### src/rtl/rxalign_pkg.sv
`timescale 1ns/1ps
package rxalign_pkg;
  localparam logic [31:0] FILL_WORD  = 32'hBCC5_BC50;
  localparam logic [3:0]  FILL_KMASK = 4'b1010;

  typedef struct packed {
    logic        valid;
    logic        fill;
    logic        err;
    logic [31:0] word;
  } rx_class_t;
endpackage

### src/rtl/rxalign_classify.sv
`timescale 1ns/1ps
module rxalign_classify
  import rxalign_pkg::*;
(
  input  logic        clk,
  input  logic        rst,
  input  logic        rx_valid,
  input  logic [31:0] rx_word,
  input  logic [3:0]  rx_kflag,
  input  logic        rx_err,
  output rx_class_t   cls
);
  always_ff @(posedge clk) begin
    if (rst) begin
      cls <= '0;
    end else begin
      cls.valid <= rx_valid;
      cls.fill  <= rx_valid && !rx_err && (rx_word == FILL_WORD) && (rx_kflag == FILL_KMASK);
      cls.err   <= rx_err;
      cls.word  <= rx_word;
    end
  end
endmodule

### src/rtl/rxalign_runlen.sv
`timescale 1ns/1ps
module rxalign_runlen #(
  parameter int RUN_LEN = 4
) (
  input  logic clk,
  input  logic rst,
  input  logic in_valid,
  input  logic in_fill,
  input  logic in_err,
  output logic realign_now,
  output logic realign_q
);
  localparam int RUN_W = $clog2(RUN_LEN + 1);

  logic [RUN_W-1:0] run_q;

  always_comb realign_now = in_valid && in_fill && (run_q == RUN_W'(RUN_LEN - 1));

  always_ff @(posedge clk) begin
    if (rst) begin
      run_q     <= '0;
      realign_q <= 1'b0;
    end else begin
      realign_q <= realign_now;
      if (in_err) begin
        run_q <= '0;
      end else if (in_valid) begin
        if (!in_fill)
          run_q <= '0;
        else if (run_q != RUN_W'(RUN_LEN))
          run_q <= run_q + 1'b1;
      end
    end
  end

  // a run yields one pulse only
  a_r4_single_pulse: assert property (@(posedge clk) disable iff (rst)
    realign_now |=> !realign_now);
endmodule

### src/rtl/rxalign_wrctl.sv
`timescale 1ns/1ps
module rxalign_wrctl
  import rxalign_pkg::*;
#(
  parameter int ADDR_W    = 10,
  parameter int FRAME_LEN = 7,
  parameter int POS_W     = $clog2(FRAME_LEN)
) (
  input  logic              clk,
  input  logic              rst,
  input  rx_class_t         cls,
  input  logic              realign_now,
  output logic              footer_now,
  output logic              wr_en_q,
  output logic [ADDR_W-1:0] wr_addr_q,
  output logic [31:0]       wr_data_q,
  output logic [POS_W-1:0]  wr_pos_q,
  output logic              link_err_q
);
  localparam logic [POS_W-1:0] LAST_POS = POS_W'(FRAME_LEN - 1);

  logic [ADDR_W-1:0] ptr_q;
  logic [POS_W-1:0]  pos_q;
  logic              write_now;

  always_comb begin
    write_now  = cls.valid && !cls.fill && !cls.err && !link_err_q;
    footer_now = write_now && (pos_q == LAST_POS);
  end

  always_ff @(posedge clk) begin
    if (rst) begin
      ptr_q      <= '0;
      pos_q      <= '0;
      wr_en_q    <= 1'b0;
      wr_addr_q  <= '0;
      wr_data_q  <= '0;
      wr_pos_q   <= '0;
      link_err_q <= 1'b0;
    end else begin
      wr_en_q <= write_now;
      if (write_now) begin
        wr_addr_q <= ptr_q;
        wr_data_q <= cls.word;
        wr_pos_q  <= pos_q;
        ptr_q     <= ptr_q + 1'b1;
        pos_q     <= (pos_q == LAST_POS) ? '0 : pos_q + 1'b1;
      end
      if (realign_now) begin
        ptr_q <= '0;
        pos_q <= '0;
      end
      if (cls.err)
        link_err_q <= 1'b1;
      else if (realign_now)
        link_err_q <= 1'b0;
    end
  end

  a_r1_fill_not_written: assert property (@(posedge clk) disable iff (rst)
    (cls.valid && cls.fill) |=> !wr_en_q);
  a_r9_err_blocks_write: assert property (@(posedge clk) disable iff (rst)
    link_err_q |-> !wr_en_q);
  a_r4_realign_restarts: assert property (@(posedge clk) disable iff (rst)
    realign_now |=> (ptr_q == '0 && pos_q == '0));
  a_r5_pos_in_range: assert property (@(posedge clk) disable iff (rst)
    wr_en_q |-> (wr_pos_q <= LAST_POS));
endmodule

### src/rtl/rxalign_footer.sv
`timescale 1ns/1ps
module rxalign_footer #(
  parameter int CLK_W    = 9,
  parameter int REV_W    = 7,
  parameter int CLK_STEP = 3
) (
  input  logic             clk,
  input  logic             rst,
  input  logic             footer_now,
  input  logic             realign_now,
  input  logic [CLK_W-1:0] clk_field,
  input  logic [REV_W-1:0] rev_field,
  output logic             sync_err_q
);
  logic             seen_q;
  logic [CLK_W-1:0] clk_prev_q;
  logic [REV_W-1:0] rev_prev_q;
  logic [CLK_W-1:0] clk_next;
  logic [REV_W-1:0] rev_next;
  logic             mismatch;

  always_comb begin
    clk_next = clk_prev_q + CLK_W'(CLK_STEP);
    rev_next = rev_prev_q + 1'b1;
    mismatch = seen_q && ((clk_field != clk_next) ||
                          ((rev_field != rev_prev_q) && (rev_field != rev_next)));
  end

  always_ff @(posedge clk) begin
    if (rst) begin
      seen_q     <= 1'b0;
      clk_prev_q <= '0;
      rev_prev_q <= '0;
      sync_err_q <= 1'b0;
    end else if (realign_now) begin
      seen_q     <= 1'b0;
      sync_err_q <= 1'b0;
    end else if (footer_now) begin
      seen_q     <= 1'b1;
      clk_prev_q <= clk_field;
      rev_prev_q <= rev_field;
      if (mismatch)
        sync_err_q <= 1'b1;
    end
  end

  a_r8_sync_sticky: assert property (@(posedge clk) disable iff (rst)
    (sync_err_q && !realign_now) |=> sync_err_q);
  a_r6_first_footer_loads: assert property (@(posedge clk) disable iff (rst)
    (footer_now && !seen_q && !sync_err_q) |=> !sync_err_q);
endmodule

### src/rtl/rx_idle_align.sv
`timescale 1ns/1ps
module rx_idle_align
  import rxalign_pkg::*;
#(
  parameter int ADDR_W    = 10,
  parameter int FRAME_LEN = 7,
  parameter int RUN_LEN   = 4,
  parameter int CLK_W     = 9,
  parameter int CLK_LSB   = 0,
  parameter int REV_W     = 7,
  parameter int REV_LSB   = 16,
  parameter int CLK_STEP  = 3,
  parameter int POS_W     = $clog2(FRAME_LEN)
) (
  input  logic              clk,
  input  logic              rst,
  input  logic              rx_valid,
  input  logic [31:0]       rx_word,
  input  logic [3:0]        rx_kflag,
  input  logic              rx_err,
  output logic              wr_en,
  output logic [ADDR_W-1:0] wr_addr,
  output logic [31:0]       wr_data,
  output logic [POS_W-1:0]  word_pos,
  output logic              realign,
  output logic              link_err,
  output logic              sync_err
);
  rx_class_t cls;
  logic      realign_now;
  logic      footer_now;

  rxalign_classify u_cls (
    .clk(clk), .rst(rst), .rx_valid(rx_valid), .rx_word(rx_word),
    .rx_kflag(rx_kflag), .rx_err(rx_err), .cls(cls)
  );

  rxalign_runlen #(.RUN_LEN(RUN_LEN)) u_run (
    .clk(clk), .rst(rst), .in_valid(cls.valid), .in_fill(cls.fill),
    .in_err(cls.err), .realign_now(realign_now), .realign_q(realign)
  );

  rxalign_wrctl #(.ADDR_W(ADDR_W), .FRAME_LEN(FRAME_LEN), .POS_W(POS_W)) u_wr (
    .clk(clk), .rst(rst), .cls(cls), .realign_now(realign_now),
    .footer_now(footer_now), .wr_en_q(wr_en), .wr_addr_q(wr_addr),
    .wr_data_q(wr_data), .wr_pos_q(word_pos), .link_err_q(link_err)
  );

  rxalign_footer #(.CLK_W(CLK_W), .REV_W(REV_W), .CLK_STEP(CLK_STEP)) u_ftr (
    .clk(clk), .rst(rst), .footer_now(footer_now), .realign_now(realign_now),
    .clk_field(cls.word[CLK_LSB +: CLK_W]), .rev_field(cls.word[REV_LSB +: REV_W]),
    .sync_err_q(sync_err)
  );
endmodule

### config.mk
export PLATFORM = sky130hd
export DESIGN_NAME = rx_idle_align
export DESIGN_NICKNAME = d
export VERILOG_FILES = /design/src/rtl/rxalign_pkg.sv /design/src/rtl/rxalign_classify.sv /design/src/rtl/rxalign_runlen.sv /design/src/rtl/rxalign_wrctl.sv /design/src/rtl/rxalign_footer.sv /design/src/rtl/rx_idle_align.sv
export SDC_FILE = /design/constraint.sdc
export NUM_CORES = 1
export LEC_CHECK = 0
export BUFFER_PORTS_ARGS = -buffer_cell sky130_fd_sc_hd__buf_2
export CAP_MARGIN = 5
export CORE_MARGIN = 3
export CORE_UTILIZATION = 55
export DETAILED_ROUTE_END_ITERATION = 8
export PLACE_DENSITY_LB_ADDON = 0.1
export SLEW_MARGIN = 5
export SYNTH_ARGS = -nofsm -noshare
export SYNTH_HDL_FRONTEND = slang
export SYNTH_HIERARCHICAL = 1
export SYNTH_SLANG_ARGS = --single-unit
### constraint.sdc
create_clock -name clk -period 4.76 [get_ports clk]
set_clock_uncertainty 0.2 [all_clocks]
set_input_delay 0.476 -clock clk [delete_from_list [all_inputs] [get_ports clk]]
set_output_delay 0.476 -clock clk [all_outputs]
set_load 0.005 [all_outputs]
==> flow_summary.ini <==
[detailed_routing]
routed_via_density = 5.236
ant_nets = 0
vias = 3880
firstDrtPassIters = 5
drtIter0Drc = 225
drt-total-wl_um = 10490
wl_per_cell_um = 14.16
drc_errors = 0

[timing]
finalHoldViolCount = 0
rsz0062_at_grt = no
post-route-period-util = 0.6021
period_needed_ns = 2.866
tightest_slew_ns = 1.003
finalSetupViolations = 0
fmax_ghz = 0.3489
fin_ws_ns = 1.894
finalMaxSlewViolations = 0
worst_hold_slack_ns = 0.02401
slew_headroom = 0.3298
fin_setup_tns_ns = 0

[worst_setup_path]
r2r_cells = 5
r2r_end = u_ftr/rev_prev_q[3]
critPathRequiredTime_ns = 4.97
worstSetupPathType = reg -> reg
path_max_fanout = 16
timing.rr.start = u_wr/link_err_q
r2r_slack_ns = 1.89
start_kind = register
arrival_ns = 3.08
worstSetupEndpointType = register

[synth]
synth_edf_count = 0
ys_async_sr_fraction = 0
ys_top_cells_by_count = nand2_1 (139), dfxtp_1 (117), a21oi_1 (73)
ys_types = 46
synth.largest_area_cell = dfxtp_1
seq_area_frac_synth = 0.5116
synth.most_common_cell = nand2_1
synth_top_flop_cell = dfxtp_1
ys_ff_latch = 117
syn_nets = 577
yosysTopAreaCellShare = 0.5116
syn_inst = 531
synth.area.top_cells = dfxtp_1 (51%), nand2_1 (11%), a21oi_1 (8.0%)
synthesis.area_um2 = 4578
syn_avg_cell_area_um2 = 8.622
synth_warnings = 6

[placed_design]
port_buffers = 88
gp_congestion = 0.8260
dp_cells = 694
post-dp-hpwl_um = 6710
place_ws_ns = 1.927
place_area_um2 = 5060

[cts]
cts_resized = 0
cts_buffer_depth = 2
path_clk_slew_ns = 0.05
cts_buffers = 17
root_buffer = clkbuf_8
cts_setup_buffers = 0
clock-sinks = 117
htreeDepth = 4
insertion_delay_ns = 0.49
hold_buffers = 17
cts_tree = built

[power]
p_leak_nw = 2.314
peakVddDrop_v = 0.0002853
total_power_mw = 2.374
power_density_nw_per_um2 = 408.4

[final_layout]
antennaDiodeCount = 0
final_layout_size_suffix_gt1_frac = 0.2050
syn_to_final_growth_pct = 27.00
fin_cells = 741
final_util = 0.7372
n_fill_cell = 592
final_area_um2 = 5814
fin_nets = 675

[flow_run]
maxCapViolCount = 0

[floorplanning]
ios = 89
dieHeight_um = 97.24
rows = 32
die_area_um2 = 9455
start_util = 0.5804
die_w_um = 97.24
core_um2 = 7888

[hold_path]
holdCritPathClass = in -> reg
min_from = rx_word[14]
hold_end = u_cls/cls[14]
whs_path_depth = 2

[grt]
grt_overflow = 0
grt_first_pass_wirelength_um = 17350
grt_pass1_vias = 3721
grt_max_degree = 103
antenna_found_initial = 0
groute.usage.overall = 0.2220

[status]
status = finished clean
==> report_power, final <==
group	internal (mW)	switching [mW]
sequential	1.01	0.0209
clock	0.814	0.412
combinational	0.0570	0.0646
==> sequential cells by signal (all words and copies together), names as in the netlist, 3 cells and up <==
signal / count
u_cls/cls: 35
u_ftr/clk_prev_q: 9
u_ftr/rev_prev_q: 7
u_run/run_q: 3
u_wr/pos_q: 3
u_wr/ptr_q: 10
u_wr/wr_addr_q: 10
u_wr/wr_data_q: 32
u_wr/wr_pos_q: 3
==> metal layers <==
layer  vias to the layer above  wire length, µm  track usage
li1                       1967                -            -
met1                      1796             4662       0.2762
met2                       102             5168       0.3774
met3                        15              532      0.05169
met4                         0              128      0.07881
met5                         -                0            0
==> critical path: stages (launching register included) <==
cell	delay (ns)
dfxtp_1	0.36
or4b_2	0.71
nor3_1	0.32
nor2b_1	0.85
nand2_1	0.17
a21oi_1	0.17
==> kinds of logic (layout without fill, tap and decap cells) <==
logic type | Yosys count | in the layout | synth area share
AO/OA/AOI/OAI | 94 | 94 | 0.1129
XOR/XNOR | 34 | 34 | 0.06915
adder cells (fa/ha/maj) | 6 | 6 | 0.01640
buffers and inverters | 37 | 145 | 0.03116
flip-flops | 117 | 117 | 0.5116
AND/OR/NAND/NOR | 243 | 243 | 0.2588
==> worst max path at each step <==
| stage | end | startpoint | slack, ns | cells after the start |
|---|---|---|---|---|
| floorplan | u_ftr/rev_prev_q[2] | u_wr/link_err_q | 2.13 | 9 |
| global placement | u_ftr/rev_prev_q[4] | u_wr/link_err_q | 2.07 | 5 |
| detailed placement | u_ftr/rev_prev_q[3] | u_wr/link_err_q | 1.93 | 5 |
| CTS | u_ftr/rev_prev_q[3] | u_wr/link_err_q | 1.88 | 5 |
| global route | u_ftr/rev_prev_q[3] | u_wr/link_err_q | 1.69 | 5 |
| finish | u_ftr/rev_prev_q[3] | u_wr/link_err_q | 1.89 | 5 |
==> layout make-up <==
| cell class | instances | area [µm²] | share of cell area |
|---|---|---|---|
| clock buffer | 20 | 445.4 | 0.07661 |
| clock inverter | 9 | 128.9 | 0.02216 |
| inverter | 8 | 30.03 | 0.005165 |
| multi-input combinational | 377 | 2102 | 0.3615 |
| sequential | 117 | 2342 | 0.4028 |
| tap | 102 | 127.6 | 0.02195 |
| timing repair buffer | 108 | 638.1 | 0.1097 |
==> placed cells by master (no fill, tap or decap), types with 4 or more instances in the layout <==
cell           count
dlygate4sd3_1     18
ha_1               6
nand4_1            7
nand3_1            5
clkbuf_16         16
a21oi_1           73
xor2_1            15
buf_2             87
nand2_1          139
dfxtp_1          117
a31oi_1            4
nor3_1             5
inv_1              8
nor2b_1           38
xnor2_1           18
nor4_1             4
nor2_1            20
Note: power is estimated with default switching activity, not from simulation.
